`src/rtl/bsq_pkg.sv`:
```
package bsq_pkg;

  typedef enum logic [1:0] {
    TR_IDLE = 2'b00,
    TR_BUSY = 2'b01,
    TR_NSEQ = 2'b10,
    TR_SEQ  = 2'b11
  } trans_e;

  typedef enum logic [2:0] {
    BT_SINGLE = 3'd0,
    BT_INCR   = 3'd1,
    BT_WRAP4  = 3'd2,
    BT_INCR4  = 3'd3,
    BT_WRAP8  = 3'd4,
    BT_INCR8  = 3'd5,
    BT_WRAP16 = 3'd6,
    BT_INCR16 = 3'd7
  } burst_e;

  // log2 of the fixed beat count; 0 for single and undefined-length
  function automatic logic [2:0] len_log2(burst_e b);
    case (b)
      BT_WRAP4, BT_INCR4:   return 3'd2;
      BT_WRAP8, BT_INCR8:   return 3'd3;
      BT_WRAP16, BT_INCR16: return 3'd4;
      default:              return 3'd0;
    endcase
  endfunction

  function automatic logic is_wrap(burst_e b);
    return (b == BT_WRAP4) || (b == BT_WRAP8) || (b == BT_WRAP16);
  endfunction

endpackage

```
`src/rtl/bsq_addr_step.sv`:
```
module bsq_addr_step
  import bsq_pkg::*;
#(
  parameter int ADDR_W = 32,
  parameter int SIZE_W = 3
) (
  input  logic [ADDR_W-1:0] cur_addr,
  input  logic [SIZE_W-1:0] size_code,
  input  burst_e            burst_code,
  output logic [ADDR_W-1:0] nxt_addr
);

  localparam int LG_W = SIZE_W + 1;

  logic [ADDR_W-1:0] step;
  logic [ADDR_W-1:0] sum;
  logic [ADDR_W-1:0] region_mask;
  logic [LG_W-1:0]   region_lg;

  always_comb begin
    step        = {{(ADDR_W-1){1'b0}}, 1'b1} << size_code;
    sum         = cur_addr + step;
    region_lg   = LG_W'(size_code) + LG_W'(len_log2(burst_code));
    region_mask = ({{(ADDR_W-1){1'b0}}, 1'b1} << region_lg) - {{(ADDR_W-1){1'b0}}, 1'b1};
    if (is_wrap(burst_code)) begin
      nxt_addr = (cur_addr & ~region_mask) | (sum & region_mask);
    end else begin
      nxt_addr = sum;
    end
  end

endmodule

```
`src/rtl/bsq_beat_track.sv`:
```
module bsq_beat_track
  import bsq_pkg::*;
#(
  parameter int MAX_BEATS = 16
) (
  input  logic   clk,
  input  logic   rst,
  input  logic   load,
  input  logic   advance,
  input  burst_e burst_code,
  input  logic   keep_going,
  output logic   is_last
);

  localparam int CNT_W = $clog2(MAX_BEATS);

  logic [CNT_W-1:0] cnt_q;
  logic [CNT_W-1:0] lim;

  always_ff @(posedge clk) begin
    if (rst) begin
      cnt_q <= '0;
    end else if (load) begin
      cnt_q <= '0;
    end else if (advance) begin
      cnt_q <= cnt_q + 1'b1;
    end
  end

  always_comb begin
    lim = CNT_W'((32'd1 << len_log2(burst_code)) - 32'd1);
    if (burst_code == BT_INCR) begin
      is_last = !keep_going;
    end else begin
      is_last = (cnt_q == lim);
    end
  end

endmodule

```
`src/rtl/burst_addr_seq.sv`:
```
module burst_addr_seq
  import bsq_pkg::*;
#(
  parameter int ADDR_W    = 32,
  parameter int SIZE_W    = 3,
  parameter int MAX_BEATS = 16
) (
  input  logic              clk,
  input  logic              rst,
  input  logic              req_start,
  input  logic [ADDR_W-1:0] req_addr,
  input  logic [SIZE_W-1:0] req_size,
  input  logic [2:0]        req_burst,
  input  logic              req_write,
  input  logic              req_hold,
  input  logic              req_more,
  input  logic              bus_ready,
  output logic [ADDR_W-1:0] bus_addr,
  output logic [1:0]        bus_trans,
  output logic [2:0]        bus_burst,
  output logic [SIZE_W-1:0] bus_size,
  output logic              bus_write,
  output logic              burst_done
);

  trans_e            trans_q;
  burst_e            burst_q;
  logic [ADDR_W-1:0] addr_q;
  logic [SIZE_W-1:0] size_q;
  logic              write_q;
  logic              done_q;

  logic [ADDR_W-1:0] addr_nxt;
  logic              beat_live;
  logic              take_start;
  logic              take_beat;
  logic              last_beat;
  logic              step_beat;

  assign beat_live  = (trans_q == TR_NSEQ) || (trans_q == TR_SEQ);
  assign take_start = bus_ready && (trans_q == TR_IDLE) && req_start;
  assign take_beat  = bus_ready && beat_live;
  assign step_beat  = take_beat && !last_beat;

  bsq_addr_step #(
    .ADDR_W(ADDR_W),
    .SIZE_W(SIZE_W)
  ) u_step (
    .cur_addr  (addr_q),
    .size_code (size_q),
    .burst_code(burst_q),
    .nxt_addr  (addr_nxt)
  );

  bsq_beat_track #(
    .MAX_BEATS(MAX_BEATS)
  ) u_track (
    .clk       (clk),
    .rst       (rst),
    .load      (take_start),
    .advance   (step_beat),
    .burst_code(burst_q),
    .keep_going(req_more),
    .is_last   (last_beat)
  );

  always_ff @(posedge clk) begin
    if (rst) begin
      trans_q <= TR_IDLE;
      burst_q <= BT_SINGLE;
      addr_q  <= '0;
      size_q  <= '0;
      write_q <= 1'b0;
      done_q  <= 1'b0;
    end else begin
      done_q <= take_beat && last_beat;
      if (bus_ready) begin
        case (trans_q)
          TR_IDLE: begin
            if (req_start) begin
              addr_q  <= req_addr;
              size_q  <= req_size;
              burst_q <= burst_e'(req_burst);
              write_q <= req_write;
              trans_q <= TR_NSEQ;
            end
          end
          TR_NSEQ, TR_SEQ: begin
            if (last_beat) begin
              trans_q <= TR_IDLE;
            end else begin
              addr_q  <= addr_nxt;
              trans_q <= req_hold ? TR_BUSY : TR_SEQ;
            end
          end
          TR_BUSY: begin
            trans_q <= req_hold ? TR_BUSY : TR_SEQ;
          end
          default: trans_q <= TR_IDLE;
        endcase
      end
    end
  end

  assign bus_addr   = addr_q;
  assign bus_trans  = trans_q;
  assign bus_burst  = burst_q;
  assign bus_size   = size_q;
  assign bus_write  = write_q;
  assign burst_done = done_q;

endmodule

```
`config.mk`:
```
export PLATFORM = sky130hd
export DESIGN_NAME = burst_addr_seq
export DESIGN_NICKNAME = d
export VERILOG_FILES = /design/src/rtl/bsq_pkg.sv /design/src/rtl/bsq_addr_step.sv /design/src/rtl/bsq_beat_track.sv /design/src/rtl/burst_addr_seq.sv
export SDC_FILE = /design/constraint.sdc
export NUM_CORES = 1
export LEC_CHECK = 0
export BUFFER_PORTS_ARGS = -buffer_cell sky130_fd_sc_hd__buf_2
export CAP_MARGIN = 25
export CORE_ASPECT_RATIO = 0.7
export CORE_MARGIN = 10
export CORE_UTILIZATION = 40
export DETAILED_ROUTE_END_ITERATION = 6
export GPL_TIMING_DRIVEN = 0
export PLACE_DENSITY = 0.66
export SLEW_MARGIN = 20
export SYNTH_ARGS = -nofsm -noshare
export SYNTH_HDL_FRONTEND = slang
export SYNTH_SLANG_ARGS = --single-unit
export TNS_END_PERCENT = 30
```
`constraint.sdc`:
```
create_clock -name clk -period 4.7 [get_ports clk]
set_input_delay 0.235 -clock clk [delete_from_list [all_inputs] [get_ports clk]]
set_output_delay 0.235 -clock clk [all_outputs]
set_load 0.02 [all_outputs]
```
==> results of run 1 <==
-- cells by family (layout without fill, tap and decap cells) --
logic type / after synthesis / count (layout) / synth area share [%]
flip-flops: 46 / 46 / 23.07
AO/OA/AOI/OAI: 183 / 183 / 31.32
multiplexers: 17 / 17 / 4.295
buffers and inverters: 57 / 150 / 6.113
XOR/XNOR: 15 / 15 / 3.291
adder cells (fa/ha/maj): 22 / 22 / 7.273
AND/OR/NAND/NOR: 192 / 192 / 24.64
-- synthesized netlist by cell type (all sizes together) (15+ instances only) --
master  instances
inv            17
nand3          17
mux2i          16
nor3           22
clkbuf         29
nand4          15
a21oi          47
nand2          52
ha             20
dfxtp          46
o21ai          33
nor2           38
a211oi         17
-- worst reg2reg max path, cell delays in order (launching register included) --
cell and delay [ns]:
dfxtp_1 0.53, inv_1 0.14, ha_1 0.28, ha_1 0.24, inv_1 0.07, fa_1 0.48
clkbuf_1 0.28, clkbuf_2 0.27, nand3_1 0.15, ha_1 0.27, nand2_1 0.12, a211oi_2 0.44
o21ai_0 0.33, or4_4 0.55, a41oi_2 0.19
-- timing repair --
| action | CTS | global route |
|---|---|---|
| endpoints found under the setup margin | 0 | 4 |
| buffers inserted | 0 | 0 |
| resized for setup | 0 | 2 |
-- metal layers --
metal / GRT usage (%) / vias to the layer above / wire length, µm
met4: 7.429 / 0 / 378
met2: 29.48 / 343 / 6665
li1: - / 2221 / -
met3: 6.615 / 40 / 2271
met1: 28.08 / 2253 / 6669
met5: 0 / - / 0
-- area by class of cell --
type                    instances  share of cell area [%]
plain buffers                  38                   3.684
clock buffers                   6                   2.730
clock inverters                 2                  0.2915
inverters                      19                   1.511
multi-input cells             429                   59.87
flip-flops and latches         46                   19.51
well taps                     128                   3.393
repair buffers                 85                   9.011
-- worst max-delay path by stage --
stage | end | slack, ns
3_5_place_dp | flop | 0.38
5_1_grt | flop | 0.04
4_1_cts | flop | 0.33
2_1_floorplan | flop | 1.07
6_report | flop | 0.28
3_3_place_gp | flop | 0.48
-- through the flow --
step | setup slack (ns) | cell area, µm² | util [%]
after floorplan | 1.065 | 3991 | -
after global placement | 0.4788 | 4577 | 47.08
after detailed placement | 0.3838 | 4577 | 47.08
after CTS | 0.3320 | 4720 | 48.55
after global routing | 0.03894 | 4721 | 48.56
final | 0.2826 | 4721 | 48.56
-- power by group --
| part | switching, W | leakage (nW) | internal, W |
|---|---|---|---|
| Sequential | 0.0000368 | 0.376 | 0.000416 |
| Combinational | 0.000247 | 1.38 | 0.000136 |
| Clock | 0.000173 | 0.0708 | 0.000198 |
| Total | 0.000456 | 1.83 | 0.000750 |
==> reports/summary.txt, run 1 <==
status: finished, final reports clean
measured slew at the worst slew-check pin: 0.8503 ns
Post-Syn Area: 3991 µm²
Area Overhead vs Synth: 18.28%
number of synthesized register bits: 46
area share of the largest cell type after synthesis: 23.07%
initial antenna violation count: 0
remaining number of nets flagged by the antenna check after routing: 0
Post-Synthesis Net Count: 599
leak pwr: 1.827 nW
depth of the worst register-to-register path: 14
reg-to-reg critical path startpoint: bus_burst[1]
TritonCTS clock tree: yes
filler cell count in the final layout: 991
final worst path period need: 4.417 ns
worst hold margin: 0.1625 ns
CP Cell Sequence: inv_1, ha_1, ha_1, inv_1, fa_1, clkbuf_1, clkbuf_2, nand3_1, ha_1, nand2_1, a211oi_2, o21ai_0, or4_4, a41oi_2
synthesis warning total: 0
critical path buffer and inverter count: 4
crit path launch: bus_burst[1]
critical path data arrival time: 4.64 ns
clock-pin transition on the worst setup and hold timing paths: 0.07 ns
clock buffers created by TritonCTS: 5
async set-reset flop share out of synthesis: 0%
maximum level of the CTS H-tree: 2
detailed placer's ending HPWL: 11.88 mm
dominant cell type by count on the critical path: ha_1
Hold-fix buffers, CTS: 0
worst hold path startpoint: req_size[1]
largest area contributor in the netlist: dfxtp_1
post-route non-filler standard cell count: 753
total power after layout: 0.001206 W
overall fraction of global-route tracks in use: 20.64%
Core Area: 9722 µm²
setup TNS: 0 ns
total power per unit cell area: 255.5 nW/µm²
length of the first detailed-routing pass in iterations: 5
final RePlAce weighted congestion: 0.9341
setup slack of the most critical reg-to-reg path: 0.28 ns
violation count after the first detailed-route iteration: 556
global-route wire length before repair: 24.74 mm
maximum net fanout on the critical path: 10
highest-count cells in the layout ignoring fill and taps: buf_2 (88), nand2_1 (52), a21oi_1 (47), dfxtp_1 (46), nor2_1 (38)
element type at the critical path end: flop
# setup viols final: 0
total DRC errors in the routed layout: 0
critical path depth: 14
post-detailed-route wirelength per cell: 21.23 µm
number of vias after detailed routing: 4857
row count: 30
Initial Util: 41.06%
Endpoint, Worst Hold: bus_size[1]
unique cell type count in the Yosys netlist: 80
Slew Viols, Final: 0
average vias per placed instance: 6.450
fraction of layout instances using a drive strength above 1: 17.76%
Slowest Stage Delay on Critical Path: 0.55 ns
worst endpoint required time: 4.93 ns
GRT overflow: 0
maximum clock rate: 226.4 MHz
buffer depth of the longest clock path: 2
part of the cycle the worst path needs: 93.99%
Fin Clk Skew: 0.006366 ns
Register Area: 920.9 µm²
die span in y: 103.6 µm
Root Buffer Master: clkbuf_16
maximum number of pins on one net before global-route repair: 15
family of cells with the greatest summed delay on the critical path: adder cells
startpoint kind of the worst setup timing path: flop
most frequent standard cell in the layout excluding fill and tap cells: buf_2
post-synthesis average cell area: 7.502 µm²
category of the most critical setup path: flop to flop
Fin. Hold Viols: 0
worst hold stages: 3
Main synth FF type: dfxtp_1
Hold Path Class: primary input to flop
multi-input combinational cell area: 2826 µm²
largest vdd supply drop: 0.0001312 V
PortBufs: 85
number of global-route vias before repair: 4531
unrepaired setup endpoints after global routing: false
max_slew headroom: 42.97%
source-to-sink clock delay at the later pin of the worst-skew pair: 0.30 ns
dpl cells: 745
DRT Wirelength: 15.98 mm
net count of the finished layout: 691
number of flops mapped to enable cells by yosys: 0
cell count after synthesis: 532
post-synthesis sequential area ratio: 23.07%
I/O pin count: 87
total of max-cap violations: 0
cell type of the slowest stage on the worst timing path: or4_4
Total Die Area: 14440 µm²
n_diodes: 0
top cells by area in the synthesized netlist: dfxtp_1 (23%), ha_1 (6.3%), a21oi_1 (5.9%)
die width: 139.4 µm
CTS sink count: 46
Note: power is estimated with default switching activity, not from simulation.
==> inputs of run 2 (changes only) <==
--- a/config.mk
+++ b/config.mk
@@ -5,6 +5,7 @@
 export SDC_FILE = /design/constraint.sdc
 export NUM_CORES = 1
 export LEC_CHECK = 0
+export ABC_AREA = 1
 export BUFFER_PORTS_ARGS = -buffer_cell sky130_fd_sc_hd__buf_2
 export CAP_MARGIN = 25
 export CORE_ASPECT_RATIO = 0.7
@@ -12,7 +13,7 @@
 export CORE_UTILIZATION = 40
 export DETAILED_ROUTE_END_ITERATION = 6
 export GPL_TIMING_DRIVEN = 0
-export PLACE_DENSITY = 0.66
+export PLACE_DENSITY = 0.65
 export SLEW_MARGIN = 20
 export SYNTH_ARGS = -nofsm -noshare
 export SYNTH_HDL_FRONTEND = slang
==> run 2 against run 1 <==
Area after synthesis increased by 4.5%. Synthesized cell count increased by 33%. Sequential power increased by 7.5%. Wire length decreased by 6.3%. Largest cell class unchanged. Highest routed layer unchanged. Clock power increased by 2%. Design area increased by 4.1%. Non-clock buffer count decreased by 21. Cell count increased by 24%. Setup slack improved by 0.92 ns. Critical path depth increased by 2. Die area increased by 3.7%.
==> reports/summary.txt, run 2 <==
status: finished, final reports clean
critical path data arrival time: 3.69 ns
total DRC errors in the routed layout: 0
startpoint kind of the worst setup timing path: flop
final RePlAce weighted congestion: 0.9505
compound-cell area share of the yosys netlist: 15.88%
part of the cycle the worst path needs: 74.34%
Initial Util: 40.56%
Root Buffer Master: clkbuf_16
setup TNS: 0 ns
cell count after synthesis: 705
GRT overflow: 0
n_diodes: 0
post-synthesis average cell area: 5.913 µm²
violation count after the first detailed-route iteration: 392
number of flops mapped to enable cells by yosys: 0
Fin. Hold Viols: 0
number of global-route vias before repair: 4533
row count: 31
Post-Synthesis Net Count: 772
simple-gate share of the synthesized area: 41.24%
xor/xnor share of the synthesized area: 2.101%
maximum number of pins on one net before global-route repair: 14
total of max-cap violations: 0
number of synthesized register bits: 46
CTS sink count: 46
most frequent standard cell in the layout excluding fill and tap cells: nand2_1
category of the most critical setup path: flop to flop
clock buffers created by TritonCTS: 5
total power per unit cell area: 282.6 nW/µm²
largest vdd supply drop: 0.0001359 V
detailed placer's ending HPWL: 12.20 mm
global-route wire length before repair: 23.82 mm
maximum clock rate: 286.2 MHz
maximum net fanout on the critical path: 6
element type at the critical path end: flop
synthesis warning total: 0
length of the first detailed-routing pass in iterations: 5
maximum level of the CTS H-tree: 2
Fin Clk Skew: 0.004003 ns
source-to-sink clock delay at the later pin of the worst-skew pair: 0.30 ns
TritonCTS clock tree: yes
post-detailed-route wirelength per cell: 16.09 µm
measured slew at the worst slew-check pin: 0.6794 ns
top cells by area in the synthesized netlist: dfxtp_1 (22%), nand2_1 (18%), inv_1 (8.8%)
dpl cells: 923
fraction of layout instances using a drive strength above 1: 16.52%
Total Die Area: 14970 µm²
die width: 142.0 µm
area share of the largest cell type after synthesis: 22.09%
DRT Wirelength: 14.98 mm
overall fraction of global-route tracks in use: 19.62%
crit path launch: bus_burst[2]
net count of the finished layout: 865
highest-count cells in the layout ignoring fill and taps: nand2_1 (195), inv_1 (98), buf_2 (90), nor2_1 (76), nand3_1 (56)
PortBufs: 86
Hold Path Class: primary input to flop
post-synthesis mux area share: 0%
depth of the worst register-to-register path: 16
initial antenna violation count: 0
adder-cell share of the synthesized area: 6.963%
post-route non-filler standard cell count: 931
number of vias after detailed routing: 4929
buffer depth of the longest clock path: 2
unrepaired setup endpoints after global routing: false
largest area contributor in the netlist: dfxtp_1
I/O pin count: 87
Area Overhead vs Synth: 17.83%
worst endpoint required time: 4.90 ns
buffers inserted during post-CTS setup optimization: 0
most used standard cell by instance count after synthesis: nand2_1
leak pwr: 2.557 nW
reg-to-reg critical path startpoint: bus_burst[2]
post-cts sizing count: 0
unique cell type count in the Yosys netlist: 44
Post-Syn Area: 4169 µm²
async set-reset flop share out of synthesis: 0%
clock-pin transition on the worst setup and hold timing paths: 0.07 ns
Core Area: 10280 µm²
die span in y: 105.4 µm
largest family of logic cells by synthesized area: simple AND/OR/NAND/NOR gates
cell types with the highest counts after synthesis: nand2_1 (195), inv_1 (98), nor2_1 (76)
final worst path period need: 3.494 ns
# setup viols final: 0
remaining number of nets flagged by the antenna check after routing: 0
post-synthesis sequential area ratio: 22.09%
average vias per placed instance: 5.294
Main synth FF type: dfxtp_1
max_slew headroom: 54.70%
setup slack of the most critical reg-to-reg path: 1.21 ns
Hold-fix buffers, CTS: 0
Slew Viols, Final: 0
[run 2: cell count changes in the layout (fill, tap and decap cells not counted), moves of 7 or more]
cell | previous run | this run
a211oi_1 | 16 | 1
and3_1 | 7 | 0
clkbuf_1 | 29 | 7
inv_1 | 17 | 98
mux2i_1 | 16 | 0
nand2_1 | 52 | 195
nand3_1 | 17 | 56
nor2_1 | 38 | 76
nor2b_1 | 9 | 0
o21ai_0 | 29 | 43
o21ai_1 | 3 | 12
o22ai_1 | 7 | 0
[run 2: final cells by class]
cell class	instances	area, µm²
Fill cell	1105	5366
Multi-Input combinational cell	540	2759
Inverter	103	386.6
Timing Repair Buffer	86	430.4
Clock buffer	7	142.6
Buffer	16	102.6
Tap cell	132	165.2
Sequential cell	46	920.9
Clock inverter	1	5.005
[run 2: kinds of logic after synthesis]
family | after synthesis
compound gates | 120
xor+xnor | 10
fa+ha+maj | 22
buf+inv | 119
flops | 46
simple gates | 388
[run 2: worst max-delay path: stages (launching register included)]
cell and delay (ns):
dfxtp_1 0.41, inv_1 0.15, ha_1 0.35, inv_1 0.07, fa_1 0.72, inv_2 0.13
nor3_2 0.28, nand2_1 0.13, ha_1 0.23, inv_1 0.12, a21oi_1 0.08, nand2_1 0.07
o21ai_0 0.08, o21ai_0 0.24, inv_1 0.11, o21ai_0 0.16, nor2_1 0.05
[run 2: worst min-delay path by stage]
stage	from	end	slack, ns	depth (start not counted)
global route	req_write	bus_write	0.18	3
global placement	req_write	bus_write	0.47	3
finish	req_write	bus_write	0.16	3
detailed placement	req_write	bus_write	0.47	3
floorplan	req_write	bus_write	0.37	2
CTS	req_write	bus_write	0.17	3
[run 2: power by group]
part	switching (W)	total, W	internal (W)
Sequential	0.0000574	0.000487	0.000430
Clock	0.000168	0.000380	0.000212
Combinational	0.000346	0.000521	0.000175
[run 2: per-layer routing]
layer  part of all wire [%]  track usage [%]
met2                     39            27.19
met5                      0                0
met1                     48            29.20
met4                    1.5            4.148
met3                     11            5.291
[run 2: through the flow]
step	util [%]	cell area [µm²]	total power (W)	setup slack (ns)	hold slack, ns
3_3_place_gp	46.35	4765	0.0009977	1.271	0.4695
2_1_floorplan	-	4169	0.0008378	1.633	0.3699
3_5_place_dp	46.35	4765	0.001009	1.238	0.4729
6_report	47.79	4912	0.001388	1.206	0.1623
5_1_grt	47.79	4912	0.001479	0.9255	0.1815
4_1_cts	47.79	4912	0.001392	1.216	0.1663
==> inputs of run 3 (changes only) <==
--- a/config.mk
+++ b/config.mk
@@ -13,7 +13,7 @@
 export CORE_UTILIZATION = 40
 export DETAILED_ROUTE_END_ITERATION = 6
 export GPL_TIMING_DRIVEN = 0
-export PLACE_DENSITY = 0.65
+export PLACE_DENSITY = 0.68
 export SLEW_MARGIN = 20
 export SYNTH_ARGS = -nofsm -noshare
 export SYNTH_HDL_FRONTEND = slang
==> constraint.sdc (replaced) <==
create_clock -name clk -period 3.02 [get_ports clk]
set_input_delay 0.151 -clock clk [delete_from_list [all_inputs] [get_ports clk]]
set_output_delay 0.151 -clock clk [all_outputs]
set_load 0.02 [all_outputs]
==> run 3 against run 2 <==
Cell count is 0.54% higher. Register-to-register slack lost 1.0 ns. Die area is the same. Wire length fell by 4.1%.
==> reports/summary.txt, run 3 (synthesis gave the netlist of run 2 again) <==
# setup viols final: 0
average vias per placed instance: 5.191
max_slew headroom: 54.30%
n_diodes: 0
Placement Cell Area: 4767 µm²
total power after layout: 0.002206 W
maximum clock rate: 350.1 MHz
I/O pin count: 87
cell type of the slowest stage on the worst timing path: dfxtp_4
source-to-sink clock delay at the later pin of the worst-skew pair: 0.30 ns
met2 layer usage reported by global route: 24.85%
status: finished, final reports clean
clock-pin transition on the worst setup and hold timing paths: 0.07 ns
die span in y: 105.4 µm
final RePlAce weighted congestion: 0.9720
summed area of non-filler cells in the final layout: 5030 µm²
buffer depth of the longest clock path: 2
number of vias after detailed routing: 4859
met3 capacity usage during global routing: 5.785%
worst hold stages: 3
total of max-cap violations: 0
total DRC errors in the routed layout: 0
GR peak layer: met1
highest-count cells in the layout ignoring fill and taps: nand2_1 (193), inv_1 (96), buf_2 (90), nor2_1 (75), nand3_1 (56)
maximum level of the CTS H-tree: 2
post-detailed-route wirelength per cell: 15.34 µm
total power per unit cell area: 438.6 nW/µm²
startpoint kind of the worst setup timing path: flop
category of the most critical setup path: flop to flop
CTS sink count: 46
CP Cell Sequence: inv_4, ha_1, ha_1, nand3_1, inv_1, nor2_2, buf_6, nand3_1, ha_2, inv_2, a21oi_4, nand2_1, o21ai_0, o21ai_1, inv_1, o21ai_1, nor2_1
filler cell count in the final layout: 1089
Fin Clk Skew: 0.007249 ns
clock buffers created by TritonCTS: 5
element type at the critical path end: flop
remaining number of nets flagged by the antenna check after routing: 0
Total Die Area: 14970 µm²
family of cells with the greatest summed delay on the critical path: adder cells
Slew Viols, Final: 0
row count: 31
GRT overflow: 0
met1 usage in global routing: 28.53%
Root Buffer Master: clkbuf_16
Initial Util: 40.56%
DRT Wirelength: 14.36 mm
Core Area: 10280 µm²
critical path data arrival time: 3.05 ns
length of the first detailed-routing pass in iterations: 5
measured slew at the worst slew-check pin: 0.6855 ns
Slowest Stage Delay on Critical Path: 0.39 ns
critical path depth: 17
initial antenna violation count: 0
Fin. Hold Viols: 0
violation count after the first detailed-route iteration: 382
part of the cycle the worst path needs: 94.57%
TritonCTS clock tree: yes
worst endpoint required time: 3.21 ns
die width: 142.0 µm
net count of the finished layout: 870
leak pwr: 2.588 nW
depth of the worst register-to-register path: 17
most frequent standard cell in the layout excluding fill and tap cells: nand2_1
final worst path period need: 2.856 ns
Area Overhead vs Synth: 20.65%
maximum number of pins on one net before global-route repair: 15
number of global-route vias before repair: 4319
Hold Path Class: primary input to flop
PortBufs: 86
global-route wire length before repair: 22.91 mm
critical path buffer and inverter count: 5
largest vdd supply drop: 0.0002359 V
detailed placer's ending HPWL: 11.55 mm
fraction of layout instances using a drive strength above 1: 18.78%
overall fraction of global-route tracks in use: 18.76%
maximum net fanout on the critical path: 10
unrepaired setup endpoints after global routing: true
run 3: changes by cell type in the layout (fill, tap and decap cells not counted), sizes merged:
cell / change
buf: +5
clkbuf: -1
clkinvlp: +1
run 3: layout make-up:
type | count | area [µm²] | share of cell area (%)
Clock buffer | 6 | 138.9 | 2.761
Sequential cell | 46 | 928.4 | 18.46
Timing Repair Buffer | 91 | 467.9 | 9.303
Tap cell | 132 | 165.2 | 3.284
Inverter | 103 | 391.6 | 7.786
Buffer | 16 | 102.6 | 2.040
Multi-Input combinational cell | 540 | 2823 | 56.12
Clock inverter | 2 | 12.51 | 0.2488
run 3: routing by layer:
layer / up-vias / share of wire, %
met5: - / 0
met4: 0 / 0.86
met3: 13 / 9.9
met2: 216 / 38
met1: 2143 / 51
li1: 2487 / -
run 3: stage by stage:
stage	util [%]	setup TNS (ns)	hold WS [ns]	instances	setup slack (ns)
after detailed placement	46.38	-1.352	0.4023	923	-0.2870
final	48.93	0	0.09771	936	0.1639
after global placement	46.38	-1.702	0.4106	923	-0.3028
after global routing	48.93	-0.03023	0.1014	936	-0.01286
after CTS	48.11	0	0.09795	933	0.01031
after floorplan	-	0	0.2859	705	0.08763
run 3: report_power, final:
group,internal (W),total [W],switching [W]
Combinational,0.000310,0.000861,0.000551
Sequential,0.000669,0.000759,0.0000902
Clock,0.000329,0.000586,0.000257
Total,0.00131,0.00221,0.000899
run 3: worst min-delay path, stage by stage:
cell and delay (ns):
buf_2 0.09, nand2_1 0.05, a21oi_1 0.05
run 3: worst paths after layout:
kind                start  endpoint  slack [ns]
min reg2reg          flop      flop        0.50
max          bus_burst[1]      flop        0.16
min          req_addr[18]      flop         0.1
max reg2reg  bus_burst[1]      flop        0.16
run 3: what timing repair did:
action | in CTS | in global routing
buffers inserted | 2 | 3
gates resized for setup | 6 | 19
hold buffers | 0 | 0
setup endpoints to repair | 14 | 16
pin swaps | 2 | 6
